[config.mk]
export PLATFORM = sky130hd
export DESIGN_NAME = irq_level_sel
export DESIGN_NICKNAME = d
export VERILOG_FILES = /design/src/rtl/irq_level_sel.sv
export SDC_FILE = /design/constraint.sdc
export NUM_CORES = 1
export LEC_CHECK = 0
export BUFFER_PORTS_ARGS = -buffer_cell sky130_fd_sc_hd__buf_2
export CORE_ASPECT_RATIO = 1.5
export CORE_MARGIN = 5
export CORE_UTILIZATION = 31
export CTS_CLUSTER_SIZE = 28
export DETAILED_ROUTE_END_ITERATION = 16
export GPL_TIMING_DRIVEN = 0
export PLACE_DENSITY = 0.51
export SKIP_LAST_GASP = 1
export SLEW_MARGIN = 20
export SYNTH_ARGS = -nofsm -noshare
export SYNTH_HDL_FRONTEND = slang
export SYNTH_SLANG_ARGS = --single-unit
export TNS_END_PERCENT = 50
[constraint.sdc]
create_clock -name clk -period 3.5 [get_ports clk]
set_input_delay 0.175 -clock clk [delete_from_list [all_inputs] [get_ports clk]]
set_output_delay 0.175 -clock clk [all_outputs]
set_load 0.02 [all_outputs]
[src/rtl/irq_level_sel.sv]
module irq_level_sel #(
  parameter int NLVL = 16,
  parameter int TW = 9,
  parameter logic [TW-1:0] EXT_CLASS = 9'h040,
  parameter int TMR_LVL = 14,
  localparam int LW = $clog2(NLVL)
) (
  input  logic          clk,
  input  logic          rst,
  input  logic          evt_valid,
  input  logic          evt_raise,
  input  logic [LW-1:0] evt_line,
  input  logic [NLVL-1:0] soft_in,
  input  logic [TW-1:0] cur_trap,
  output logic [TW-1:0] trap_code,
  output logic          hard_set,
  output logic          hard_clr,
  output logic          wake
);

  logic [NLVL-1:0] req_q, req_d, pend;
  logic [LW-1:0]   lvl;
  logic            hit, ext, open_slot;
  logic [TW-1:0]   cand;

  always_comb begin
    req_d = req_q;
    if (evt_valid) req_d[evt_line] = evt_raise;
  end

  assign pend = req_d | {soft_in[NLVL-1:1], 1'b0} | (NLVL'(soft_in[0]) << TMR_LVL);

  always_comb begin
    lvl = '0;
    for (int i = 1; i < NLVL; i++)
      if (pend[i]) lvl = LW'(i);
  end

  assign hit       = |pend[NLVL-1:1];
  assign ext       = cur_trap[TW-1:LW] == EXT_CLASS[TW-1:LW];
  assign open_slot = (cur_trap == '0) || ext;
  assign cand      = EXT_CLASS | TW'(lvl);

  always_ff @(posedge clk) begin
    if (rst) begin
      req_q     <= '0;
      trap_code <= '0;
      hard_set  <= 1'b0;
      hard_clr  <= 1'b0;
      wake      <= 1'b0;
    end else begin
      req_q     <= req_d;
      wake      <= evt_valid && evt_raise;
      hard_set  <= 1'b0;
      hard_clr  <= 1'b0;
      trap_code <= cur_trap;
      if (hit && open_slot) begin
        trap_code <= cand;
        hard_set  <= cand != cur_trap;
      end else if (pend == '0 && ext) begin
        trap_code <= '0;
        hard_clr  <= 1'b1;
      end
    end
  end

  assert_line_update_R2: assert property (@(posedge clk) disable iff (rst)
    evt_valid |=> req_q[$past(evt_line)] == $past(evt_raise));

  assert_wake_on_raise_R3: assert property (@(posedge clk) disable iff (rst)
    (evt_valid && evt_raise) |=> wake);

  assert_set_code_class_R5: assert property (@(posedge clk) disable iff (rst)
    hard_set |-> (trap_code[TW-1:LW] == EXT_CLASS[TW-1:LW] && trap_code[LW-1:0] != '0));

  assert_foreign_trap_kept_R6: assert property (@(posedge clk) disable iff (rst)
    !open_slot |=> (!hard_set && !hard_clr && trap_code == $past(cur_trap)));

  assert_clear_zero_R8: assert property (@(posedge clk) disable iff (rst)
    hard_clr |-> trap_code == '0);

  assert_strobes_exclusive_R7: assert property (@(posedge clk) disable iff (rst)
    $onehot0({hard_set, hard_clr}));

endmodule

==> results of run 1 <==
-- report_power, final --
group	internal [W]	leakage (nW)	switching, W
combinational	0.0000477	0.526	0.0000805
sequential	0.000327	0.229	0.00000204
clock	0.0000775	0.0216	0.000100
-- synthesized netlist by cell type, drive strengths merged, types with 3 or more instances --
| library cell | number |
|---|---|
| nor3 | 10 |
| inv | 6 |
| a21oi | 11 |
| a22o | 4 |
| nand3b | 4 |
| a31oi | 3 |
| nand2 | 14 |
| a22oi | 4 |
| o21ai | 15 |
| or3 | 6 |
| nor4 | 4 |
| dfxtp | 28 |
| o311ai | 3 |
| clkbuf | 8 |
| mux2i | 9 |
| nand2b | 5 |
| nor2b | 4 |
| nand3 | 7 |
| or4 | 7 |
| nor2 | 28 |
-- cell families after synthesis --
kind of cell / after synthesis / share of synthesized area [%]
flip-flops: 28 / 33.8
multiplexers: 11 / 6.80
AND/OR/NAND/NOR: 102 / 34.1
AO/OA/AOI/OAI: 50 / 20.8
XOR/XNOR: 1 / 0.529
buffers and inverters: 15 / 3.85
-- stage by stage --
| stage | worst slack (ns) | hold WS [ns] | cells | area [µm²] | utilization (%) |
|---|---|---|---|---|---|
| after global routing | 0.551 | 0.0971 | 320 | 1990 | 38.6 |
| after global placement | 0.394 | 0.406 | 317 | 1950 | 37.8 |
| final | 0.732 | 0.113 | 320 | 1990 | 38.6 |
| after CTS | 0.718 | 0.105 | 320 | 1990 | 38.6 |
| after detailed placement | 0.419 | 0.405 | 317 | 1950 | 37.8 |
| after floorplan | 0.917 | 0.247 | 207 | 1660 | - |
-- worst paths after layout --
path	start	to	slack, ns
setup / recovery	evt_raise	hard_set	0.73
hold / removal	rst	trap_code[4]	0.11
setup reg to reg	req_q[5]	trap_code[2]	1.14
hold reg to reg	req_q[13]	req_q[13]	0.48
-- state kept, by name, indices dropped and copies added, names as in the netlist --
name       cells
wake           1
hard_set       1
req_q         16
trap_code      9
hard_clr       1
-- metal layers --
| metal | up-vias | part of all wire, % | GRT usage, % |
|---|---|---|---|
| li1 | 854 | - | - |
| met1 | 774 | 41 | 14.9 |
| met2 | 46 | 50 | 25.9 |
| met3 | 8 | 6.5 | 3.24 |
| met4 | 0 | 2.2 | 5.46 |
| met5 | - | 0 | 0 |
-- final cells by class --
cell class	count	area (µm²)
Buffer	9	41.3
Tap cell	68	85.1
Fill cell	548	3170
Clock buffer	3	41.3
Sequential cell	28	561
Timing Repair Buffer	42	210
Multi-Input combinational cell	164	1030
Inverter	6	22.5
==> key figures, run 1 <==
Run status
  • Status: complete, no violations

Routing
  • Per-cell routed wire length: approximately 15 µm
  • Via density: 5.26
  • DR DRC count: 0
  • WL final: about 4.8 mm
  • Starting DRT DRC Count: 80
  • ANT nets after route: 0
  • Initial DRT Pass Iterations: 5
  • Vias: roughly 1,700

Power
  • Worst VDD drop: around 0.00014 V
  • PD cells: roughly 320 nW/µm²
  • Power Total: around 0.00064 W
  • Pleak: roughly 0.78 nW

Run
  • Max Cap Viol: 0

Synthesis
  • EDFF count, synth: 0
  • Syn_area_per_cell: approximately 8 µm²
  • Yosys warns: 0
  • Post-Synthesis Cell Area: between 1500 and 2000 µm²
  • Synthesized netlist net count: between 200 and 250
  • Sequential area share after synthesis: 33.8%
  • Synth Instances: between 200 and 250
  • Post-synth cell types: 46
  • Post-synth top flop: dfxtp_1
  • Post-synthesis register bit count: 28
  • Synth async-reset ratio: 0%
  • Top area cells in the synthesized netlist: dfxtp_1 (34%), nor2_1 (6.3%), mux2i_1 (5.4%), o21ai_0 (4.2%), a21oi_1 (3.3%)
  • Post-synth top area cell: dfxtp_1
  • Post-synth top area share: 33.8%

CTS
  • Clock Tree Buf Depth: 2
  • Clock latency on the worst-skew pair: approximately 0.28 ns
  • PostCTS Resize Cnt: 0
  • Hold_buf cts: 0
  • Worst-path clk slew: about 0.090 ns
  • Root Driver: clkbuf_8
  • CTS Buf Count: 3
  • Postcts setup bufs: 0
  • H-tree depth: 1
  • CTS tree: built
  • TritonCTS Sinks: 28

Min path
  • WHS Path Cells: 2
  • Hold Crit Class: in2reg

Timing
  • Setup TNS: 0 ns
  • Max Fclk: approximately 360 MHz
  • Final setup violation count: 0
  • Slew @ Worst Pin: 0.755 ns
  • Hold Fails Final Rpt: 0
  • Post-route clock period utilization: between 70% and 80%
  • Max Slew Vio Count: 0
  • Unrepaired setup endpoints after global routing: no
  • Final min period: roughly 2.8 ns
  • Relative slew slack: about half
  • Final Skew: approximately 0.0047 ns

Global routing
  • Global-route usage over all layers: between 10% and 20%
  • Number of global-route vias before repair: between 1,500 and 2,000
  • Initial antenna violation count: 0
  • First-pass GRT wire length: between 7 and 8 mm
  • Largest net degree at the start of global routing: 15
  • Total global routing overflow: 0

Floorplan
  • Row cnt: 32
  • Die Ht: around 100 µm
  • Initial Util: roughly a third
  • DIE AREA: between 6000 and 7000 µm²
  • Chip width: between 60 and 70 µm
  • Total I/O pin count: between 40 and 50
  • Core region area: just over 5000 µm²

Setup path
  • Crit Path Category: in2reg
  • Startpoint Class: input port
  • Slowest CP cell: o311ai_0
  • Worst EP arrival: about 3 ns
  • Critical path required time: 3.67 ns
  • Crit path max fanout: 10
  • Largest delay share family, worst path: compound AO/OA/AOI/OAI gates
  • CP Capture Type: register
  • Stages on the worst setup path: 9
  • Buf/Inv on CP: 3
  • Worst path cell trace: buf_2 > clkbuf_1 > inv_1 > o311ai_0 > nor4_1 > or4_1 > a21oi_1 > a31oi_1 > o41a_1
  • Critical Path Max Stage Delay: 0.70 ns
  • FF-to-FF path depth: 7

Final layout
  • Area grow syn2layout: 20.3%
  • Nets: 287
  • Most common cell after layout, fill and taps aside: buf_2
  • Antenna cell count: 0
  • Commonest cells after routing, fill and taps aside: buf_2 (42), nor2_1 (28), dfxtp_1 (28)
  • Share of cells above drive strength 1: between 20% and 30%

Place
  • HPWL after DPL: between 3 and 4 mm
  • Placer congestion estimate: a little under 0.8
  • # port buffers: 42
(Power assumes the default switching activity.)
==> inputs of run 2 (changes only) <==
--- a/config.mk
+++ b/config.mk
@@ -12,7 +12,7 @@
 export CTS_CLUSTER_SIZE = 28
 export DETAILED_ROUTE_END_ITERATION = 16
 export GPL_TIMING_DRIVEN = 0
-export PLACE_DENSITY = 0.51
+export PLACE_DENSITY = 0.53
 export SKIP_LAST_GASP = 1
 export SLEW_MARGIN = 20
 export SYNTH_ARGS = -nofsm -noshare
==> constraint.sdc (replaced) <==
create_clock -name clk -period 2.4 [get_ports clk]
set_input_delay 0.12 -clock clk [delete_from_list [all_inputs] [get_ports clk]]
set_output_delay 0.12 -clock clk [all_outputs]
set_load 0.02 [all_outputs]
==> run 2 against run 1 <==
  * Sequential share of layout area down 2.0 points
  * Critical path type unchanged
  * Core utilization up 3.0 points
  * Largest power group unchanged
  * Via count up 1.2%
  * First-iteration DRC count down 39%
  * Clock power up 120%
  * Combinational power up 60%
  * The flow now finishes with violations (negative setup slack)
==> key figures, run 2 (same netlist as run 1, synthesis figures left out) <==
Run status
  • Status: finished with violations
  • Violated checks: negative setup slack

Setup path
  • Worst r2r src: req_q[9]
  • Reg2reg setup slack: 0.33 ns (-0.81 ns)
  • Critical path required time: 2.58 ns (-1.09 ns)
  • Critical Path Max Stage Delay: 0.53 ns (-0.17 ns)
  • Worst EP arrival: 2.58 ns (-0.36 ns)
  • Startpoint Class: input port
  • Crit Path Category: in2reg
  • Slowest CP cell: or4_4
  • CP startpoint: evt_line[1]
  • CP Capture Type: register
  • Worst path cell trace: buf_8 > or3b_4 > buf_6 > or4_4 > a22oi_4 > nand3_4 > or4_1 > a21oi_1 > a31oi_1 > o41a_1
  • Largest delay share family, worst path: simple AND/OR/NAND/NOR gates
  • Buf/Inv on CP: 2 (-1)
  • Crit path max fanout: 4 (-6)

Global routing
  • Global-route usage over all layers: 13.5% (-0.40 points)
  • Number of global-route vias before repair: 1,663 (+2.6%)
  • Largest net degree at the start of global routing: 17 (+2)
  • First-pass GRT wire length: 7.55 mm (-2.3%)
  • Initial antenna violation count: 0 (unchanged)
  • Total global routing overflow: 0 (unchanged)

Final layout
  • Max reg flops: 16 (unchanged)
  • Area grow syn2layout: 29.7%
  • Nets: 297 (+3.5%)
  • Fin cells: 331 (+3.4%)
  • Share of cells above drive strength 1: 28.1% (+6.3 points)
  • Finished Cell Area: 2150 µm² (+7.8%)
  • Fill cells: 557 (+1.6%)
  • Antenna cell count: 0 (unchanged)
  • Largest register by flop count: req_q
  • Top Registers: req_q (16), trap_code (9)
  • Most common cell after layout, fill and taps aside: buf_2
  • Commonest cells after routing, fill and taps aside: buf_2 (39), nor2_1 (28), dfxtp_1 (28)

Power
  • Switching share of power: 26.8% (-2.0 points)
  • Cell-internal power: 0.000786 W (+74%)
  • Combinational share of power: 19.0% (-1.2 points)
  • Register share of total power: 44.7% (-7.1 points)
  • Switching Power: 0.000288 W (+57%)
  • Pleak: 0.857 nW (+10%)
  • Clock power share: 36.2% (+8.2 points)
  • PD cells: 500 nW/µm² (+57%)
  • Worst VDD drop: 0.000320 V (+130%)

Routing
  • ANT nets after route: 0 (unchanged)
  • WL final: 4.63 mm (-3.4%)
  • Vias: 1,703 (+1.2%)
  • Per-cell routed wire length: 14.0 µm (-6.6%)
  • Starting DRT DRC Count: 49 (-39%)
  • Via density: 5.15 (-2.1%)
  • Initial DRT Pass Iterations: 4 (-1)
  • DR DRC count: 0 (unchanged)

Timing
  • Slew @ Worst Pin: 0.691 ns (-0.0639 ns)
  • Final min period: 2.41 ns
  • Max Fclk: a little over 400 MHz
  • Relative slew slack: 53.5% (+4.3 points)
  • Setup TNS: -0.00685 ns (-0.00685 ns)
  • Unrepaired setup endpoints after global routing: yes
  • Post-route clock period utilization: 100%
  • Final Skew: 0.00223 ns (-0.00244 ns)
  • Final setup violation count: 1 (+1)
  • Hold Fails Final Rpt: 0 (unchanged)
  • Final setup margin: -0.00685 ns (-0.739 ns)
  • Max Slew Vio Count: 0 (unchanged)

CTS
  • CTS tree: built
  • Root Driver: clkbuf_8
  • TritonCTS Sinks: 28 (unchanged)
  • Worst-path clk slew: 0.11 ns (+0.02 ns)
  • H-tree depth: 1 (unchanged)
  • Hold_buf cts: 0 (unchanged)
  • Clock Tree Buf Depth: 2 (unchanged)
  • CTS Buf Count: 3 (unchanged)
  • Clock latency on the worst-skew pair: 0.28 ns (about the same)

Place
  • # port buffers: 42 (unchanged)
  • Dpl cell area: 1950 µm² (+0.13%)
  • Placer congestion estimate: 0.812 (+4.3%)
  • HPWL after DPL: 3.65 mm (-4.5%)
  • Worst setup slack after placement: -0.804 ns (-1.22 ns)
  • Cells after DPL: 317 (unchanged)

Run
  • Max Cap Viol: 0 (unchanged)

Floorplan
  • Row cnt: 32 (unchanged)
  • Initial Util: 32.1% (unchanged)
  • Core region area: 5160 µm² (unchanged)
  • DIE AREA: 6940 µm² (unchanged)
  • Die Ht: 99.5 µm (unchanged)
  • Total I/O pin count: 45 (unchanged)
  • Chip width: 69.7 µm (unchanged)

Min path
  • Hold Crit Class: in2reg
  • Hold Crit Start: rst
run 2: cell count changes in the layout (fill, tap and decap cells not counted), sizes merged:
cell / delta
buf: +10
bufinv: +1
run 2: worst paths after layout:
kind	to	cells after the start
min	trap_code[4]	2
min reg2reg	req_q[15]	2
max	hard_set	10
max reg2reg	hard_set	9
run 2: metal layers:
| metal | wire [µm] | vias up | track usage [%] |
|---|---|---|---|
| met5 | 0 | - | 0 |
| met4 | 107 | 0 | 5.75 |
| met3 | 175 | 10 | 2.12 |
| met2 | 2440 | 36 | 26.2 |
| met1 | 1910 | 778 | 14.0 |
| li1 | - | 879 | - |
run 2: power groups by stage:
| stage | logic [W] | clock network, W | registers [W] |
|---|---|---|---|
| final | 0.000205 | 0.000389 | 0.000480 |
| after global routing | 0.000226 | 0.000407 | 0.000482 |
| after CTS | 0.000204 | 0.000397 | 0.000480 |
| after detailed placement | 0.000186 | 0 | 0.000491 |
| after global placement | 0.000185 | 0 | 0.000491 |
| after floorplan | 0.0000992 | 0 | 0.000504 |
run 2: stage by stage:
stage               total power [W]  utilization, %  hold WS, ns
floorplan                  0.000604               -        0.192
global placement           0.000676            37.8        0.350
detailed placement         0.000677            37.8        0.349
CTS                         0.00108            41.4       0.0376
global route                0.00111            41.6       0.0415
finish                      0.00107            41.6       0.0445
run 2: cell type report:
type                    count  area, µm²  share of cell area (%)
multi-input cells         164       1060                    49.2
flip-flops and latches     28        561                    26.1
clock buffers               3       41.3                    1.92
clock inverters             1       30.0                    1.40
inverters                   6       22.5                    1.05
repair buffers             52        308                    14.3
plain buffers               9       45.0                    2.10
well taps                  68       85.1                    3.96
run 2: what timing repair did:
action,4_1_cts,5_1_grt
hold endpoints to repair,0,0
resized for setup,15,4
pin swaps,7,2
endpoints found under the setup margin,5,2
buffers inserted,9,1
==> inputs of run 3 (changes only) <==
--- a/config.mk
+++ b/config.mk
@@ -9,6 +9,7 @@
 export CORE_ASPECT_RATIO = 1.5
 export CORE_MARGIN = 5
 export CORE_UTILIZATION = 31
+export CTS_BUF_LIST = sky130_fd_sc_hd__clkbuf_16
 export CTS_CLUSTER_SIZE = 28
 export DETAILED_ROUTE_END_ITERATION = 16
 export GPL_TIMING_DRIVEN = 0
==> run 3 against run 2 <==
  * The flow still finishes with violations (negative setup slack)
  * Clock skew is essentially flat
  * Sequential power barely moved
  * Maximum frequency down 1.2%
  * Sequential cell count unchanged
  * Routed wire length shrank 1.5%
  * Critical path depth unchanged
  * Cell count is 0.91% lower
  * Sequential share of layout area is 0.14 points lower
  * Via count is 0.35% lower
  * Core utilization grew 0.22 points
  * Register-to-register slack got worse by 0.05 ns
  * Critical endpoint unchanged
==> key figures, run 3 (same netlist as run 1, synthesis figures left out) <==
Final layout
  • Antenna cell count: 0 (unchanged)
  • Nets: 294 (-1.0%)
  • Most common cell after layout, fill and taps aside: buf_2
  • Largest register by flop count: req_q
  • Top Registers: req_q (16), trap_code (9)
  • Fill cells: 555 (-0.36%)
  • Fin cells: 328 (-0.91%)
  • Commonest cells after routing, fill and taps aside: buf_2 (41), nor2_1 (28), dfxtp_1 (28)
  • Max reg flops: 16 (unchanged)
  • Area grow syn2layout: 30.4%
  • Share of cells above drive strength 1: 29.2% (+1.1 points)

Setup path
  • Crit path max fanout: 5 (+1)
  • Reg2reg setup slack: 0.28 ns (-0.05 ns)
  • Critical Path Max Stage Delay: 0.52 ns (about the same)
  • Slowest CP cell: or4_4
  • FF-to-FF path depth: 10 (+1)
  • Critical path required time: 2.55 ns (-0.03 ns)
  • Crit Path Category: in2reg
  • CP dominant cell by count: or4_4
  • Worst r2r src: req_q[9]
  • Startpoint Class: input port
  • RR Endpoint: hard_set
  • Worst EP arrival: 2.59 ns (about the same)
  • Worst path cell trace: buf_2 > or3b_4 > buf_6 > or4_4 > a22oi_4 > nand3_4 > or4_4 > a21oi_2 > a31oi_1 > o41a_1
  • CP Capture Type: register

Timing
  • Final min period: 2.44 ns (+0.0285 ns)
  • Slew @ Worst Pin: 0.720 ns (+0.0289 ns)
  • Hold Worst Slack: 0.0668 ns (+0.0224 ns)
  • Final Skew: 0.00175 ns (-0.000477 ns)
  • Unrepaired setup endpoints after global routing: yes
  • Setup TNS: -0.0353 ns (-0.0285 ns)
  • Max Fclk: 411 MHz (-1.2%)
  • Final setup margin: -0.0353 ns (-0.0285 ns)
  • Relative slew slack: 51.6% (-1.9 points)
  • Post-route clock period utilization: 101% (+1.2 points)
  • Hold Fails Final Rpt: 0 (unchanged)
  • Final setup violation count: 1 (unchanged)
  • Max Slew Vio Count: 0 (unchanged)

Floorplan
  • DIE AREA: 6940 µm² (unchanged)
  • Chip width: 69.7 µm (unchanged)
  • Core region area: 5160 µm² (unchanged)
  • Initial Util: 32.1% (unchanged)
  • Die Ht: 99.5 µm (unchanged)
  • Row cnt: 32 (unchanged)
  • Total I/O pin count: 45 (unchanged)

Global routing
  • Largest net degree at the start of global routing: 17 (unchanged)
  • Grt met2 use: 26.0% (-0.15 points)
  • Total global routing overflow: 0 (unchanged)
  • GRT Max-Usage Layer: met2
  • Global-route usage over all layers: 13.4% (-0.10 points)
  • First-pass GRT wire length: 7.51 mm (-0.45%)
  • Met1 GRT Util: 13.9% (-0.12 points)
  • Initial antenna violation count: 0 (unchanged)
  • Number of global-route vias before repair: 1,644 (-1.1%)
  • Met3 usage: 2.22% (+0.10 points)

Place
  • Placer congestion estimate: 0.812 (unchanged)
  • HPWL after DPL: 3.65 mm (unchanged)
  • Cells after DPL: 317 (unchanged)
  • # port buffers: 42 (unchanged)

CTS
  • CTS Buf Count: 3 (unchanged)
  • Hold_buf cts: 0 (unchanged)
  • Clock Tree Buf Depth: 2 (unchanged)
  • CTS tree: built
  • Root Driver: clkbuf_16
  • TritonCTS Sinks: 28 (unchanged)
  • Worst-path clk slew: 0.07 ns (-0.04 ns)
  • Clock latency on the worst-skew pair: 0.26 ns (-0.02 ns)
  • H-tree depth: 1 (unchanged)

Run status
  • Status: finished with violations
  • Violated checks: negative setup slack

Routing
  • DR DRC count: 0 (unchanged)
  • Initial DRT Pass Iterations: 4 (unchanged)
  • Via density: 5.17 (+0.56%)
  • Vias: 1,697 (-0.35%)
  • Per-cell routed wire length: 13.9 µm (-0.61%)
  • Starting DRT DRC Count: 36 (-27%)
  • ANT nets after route: 0 (unchanged)
  • WL final: 4.56 mm (-1.5%)

Min path
  • Worst min-delay path endpoint: trap_code[4]
  • WHS Path Cells: 2 (unchanged)
  • Hold Crit Class: in2reg
  • Hold Crit Start: rst

Run
  • Max Cap Viol: 0 (unchanged)

Power
  • Power Total: 0.00119 W (+10%)
  • Pleak: 0.860 nW (+0.31%)
  • Worst VDD drop: 0.000330 V (+3.4%)
  • PD cells: 549 nW/µm² (+9.8%)
-- run 3: worst max-delay path by stage --
stage,from,end,slack [ns],depth (start not counted)
6_report,evt_line[1],hard_set,-0.04,10
5_1_grt,evt_line[1],hard_set,-0.10,10
4_1_cts,evt_line[1],hard_set,-0.06,10
3_5_place_dp,evt_raise,hard_set,-0.80,9
3_3_place_gp,evt_raise,hard_set,-0.81,9
2_1_floorplan,evt_line[0],hard_set,-0.10,9
-- run 3: power breakdown --
| group | internal (W) | total, W | switching [W] |
|---|---|---|---|
| sequential | 0.000477 | 0.000480 | 0.00000279 |
| combinational | 0.0000809 | 0.000201 | 0.000120 |
| clock | 0.000333 | 0.000504 | 0.000172 |
| total | 0.000891 | 0.00119 | 0.000295 |
-- run 3: per-stage QoR --
| stage | setup WS [ns] | utilization (%) | area (µm²) |
|---|---|---|---|
| 3_5_place_dp | -0.804 | 37.8 | 1950 |
| 2_1_floorplan | -0.101 | - | 1660 |
| 6_report | -0.0353 | 41.8 | 2160 |
| 3_3_place_gp | -0.811 | 37.8 | 1950 |
| 4_1_cts | -0.0558 | 41.2 | 2130 |
| 5_1_grt | -0.104 | 41.8 | 2160 |
-- run 3: final cells by class --
| type | instances | area [µm²] | share of cell area, % |
|---|---|---|---|
| flip-flops and latches | 28 | 561 | 26.0 |
| clock inverters | 1 | 30.0 | 1.39 |
| clock buffers | 3 | 75.1 | 3.48 |
| repair buffers | 49 | 265 | 12.3 |
| well taps | 68 | 85.1 | 3.94 |
| plain buffers | 9 | 46.3 | 2.14 |
| inverters | 6 | 22.5 | 1.04 |
| multi-input cells | 164 | 1070 | 49.8 |
-- run 3: routing by layer --
layer | up-vias | part of all wire (%)
li1 | 874 | -
met1 | 772 | 41
met2 | 41 | 52
met3 | 10 | 4.1
met4 | 0 | 2.6
met5 | - | 0
-- run 3: critical path: cells and delay by family --
family                 cells  cell delay (ns)
buffers and inverters      2             0.27
AOI/OAI and AO/OA          4             0.73
and+or+nand+nor            4             1.46
-- run 3: repair_timing --
action                     in CTS  in global routing
gates cloned                    0                  0
setup endpoints to repair       5                  5
pin swaps                       5                  1
resized for setup               8                 11
buffers inserted                6                  1
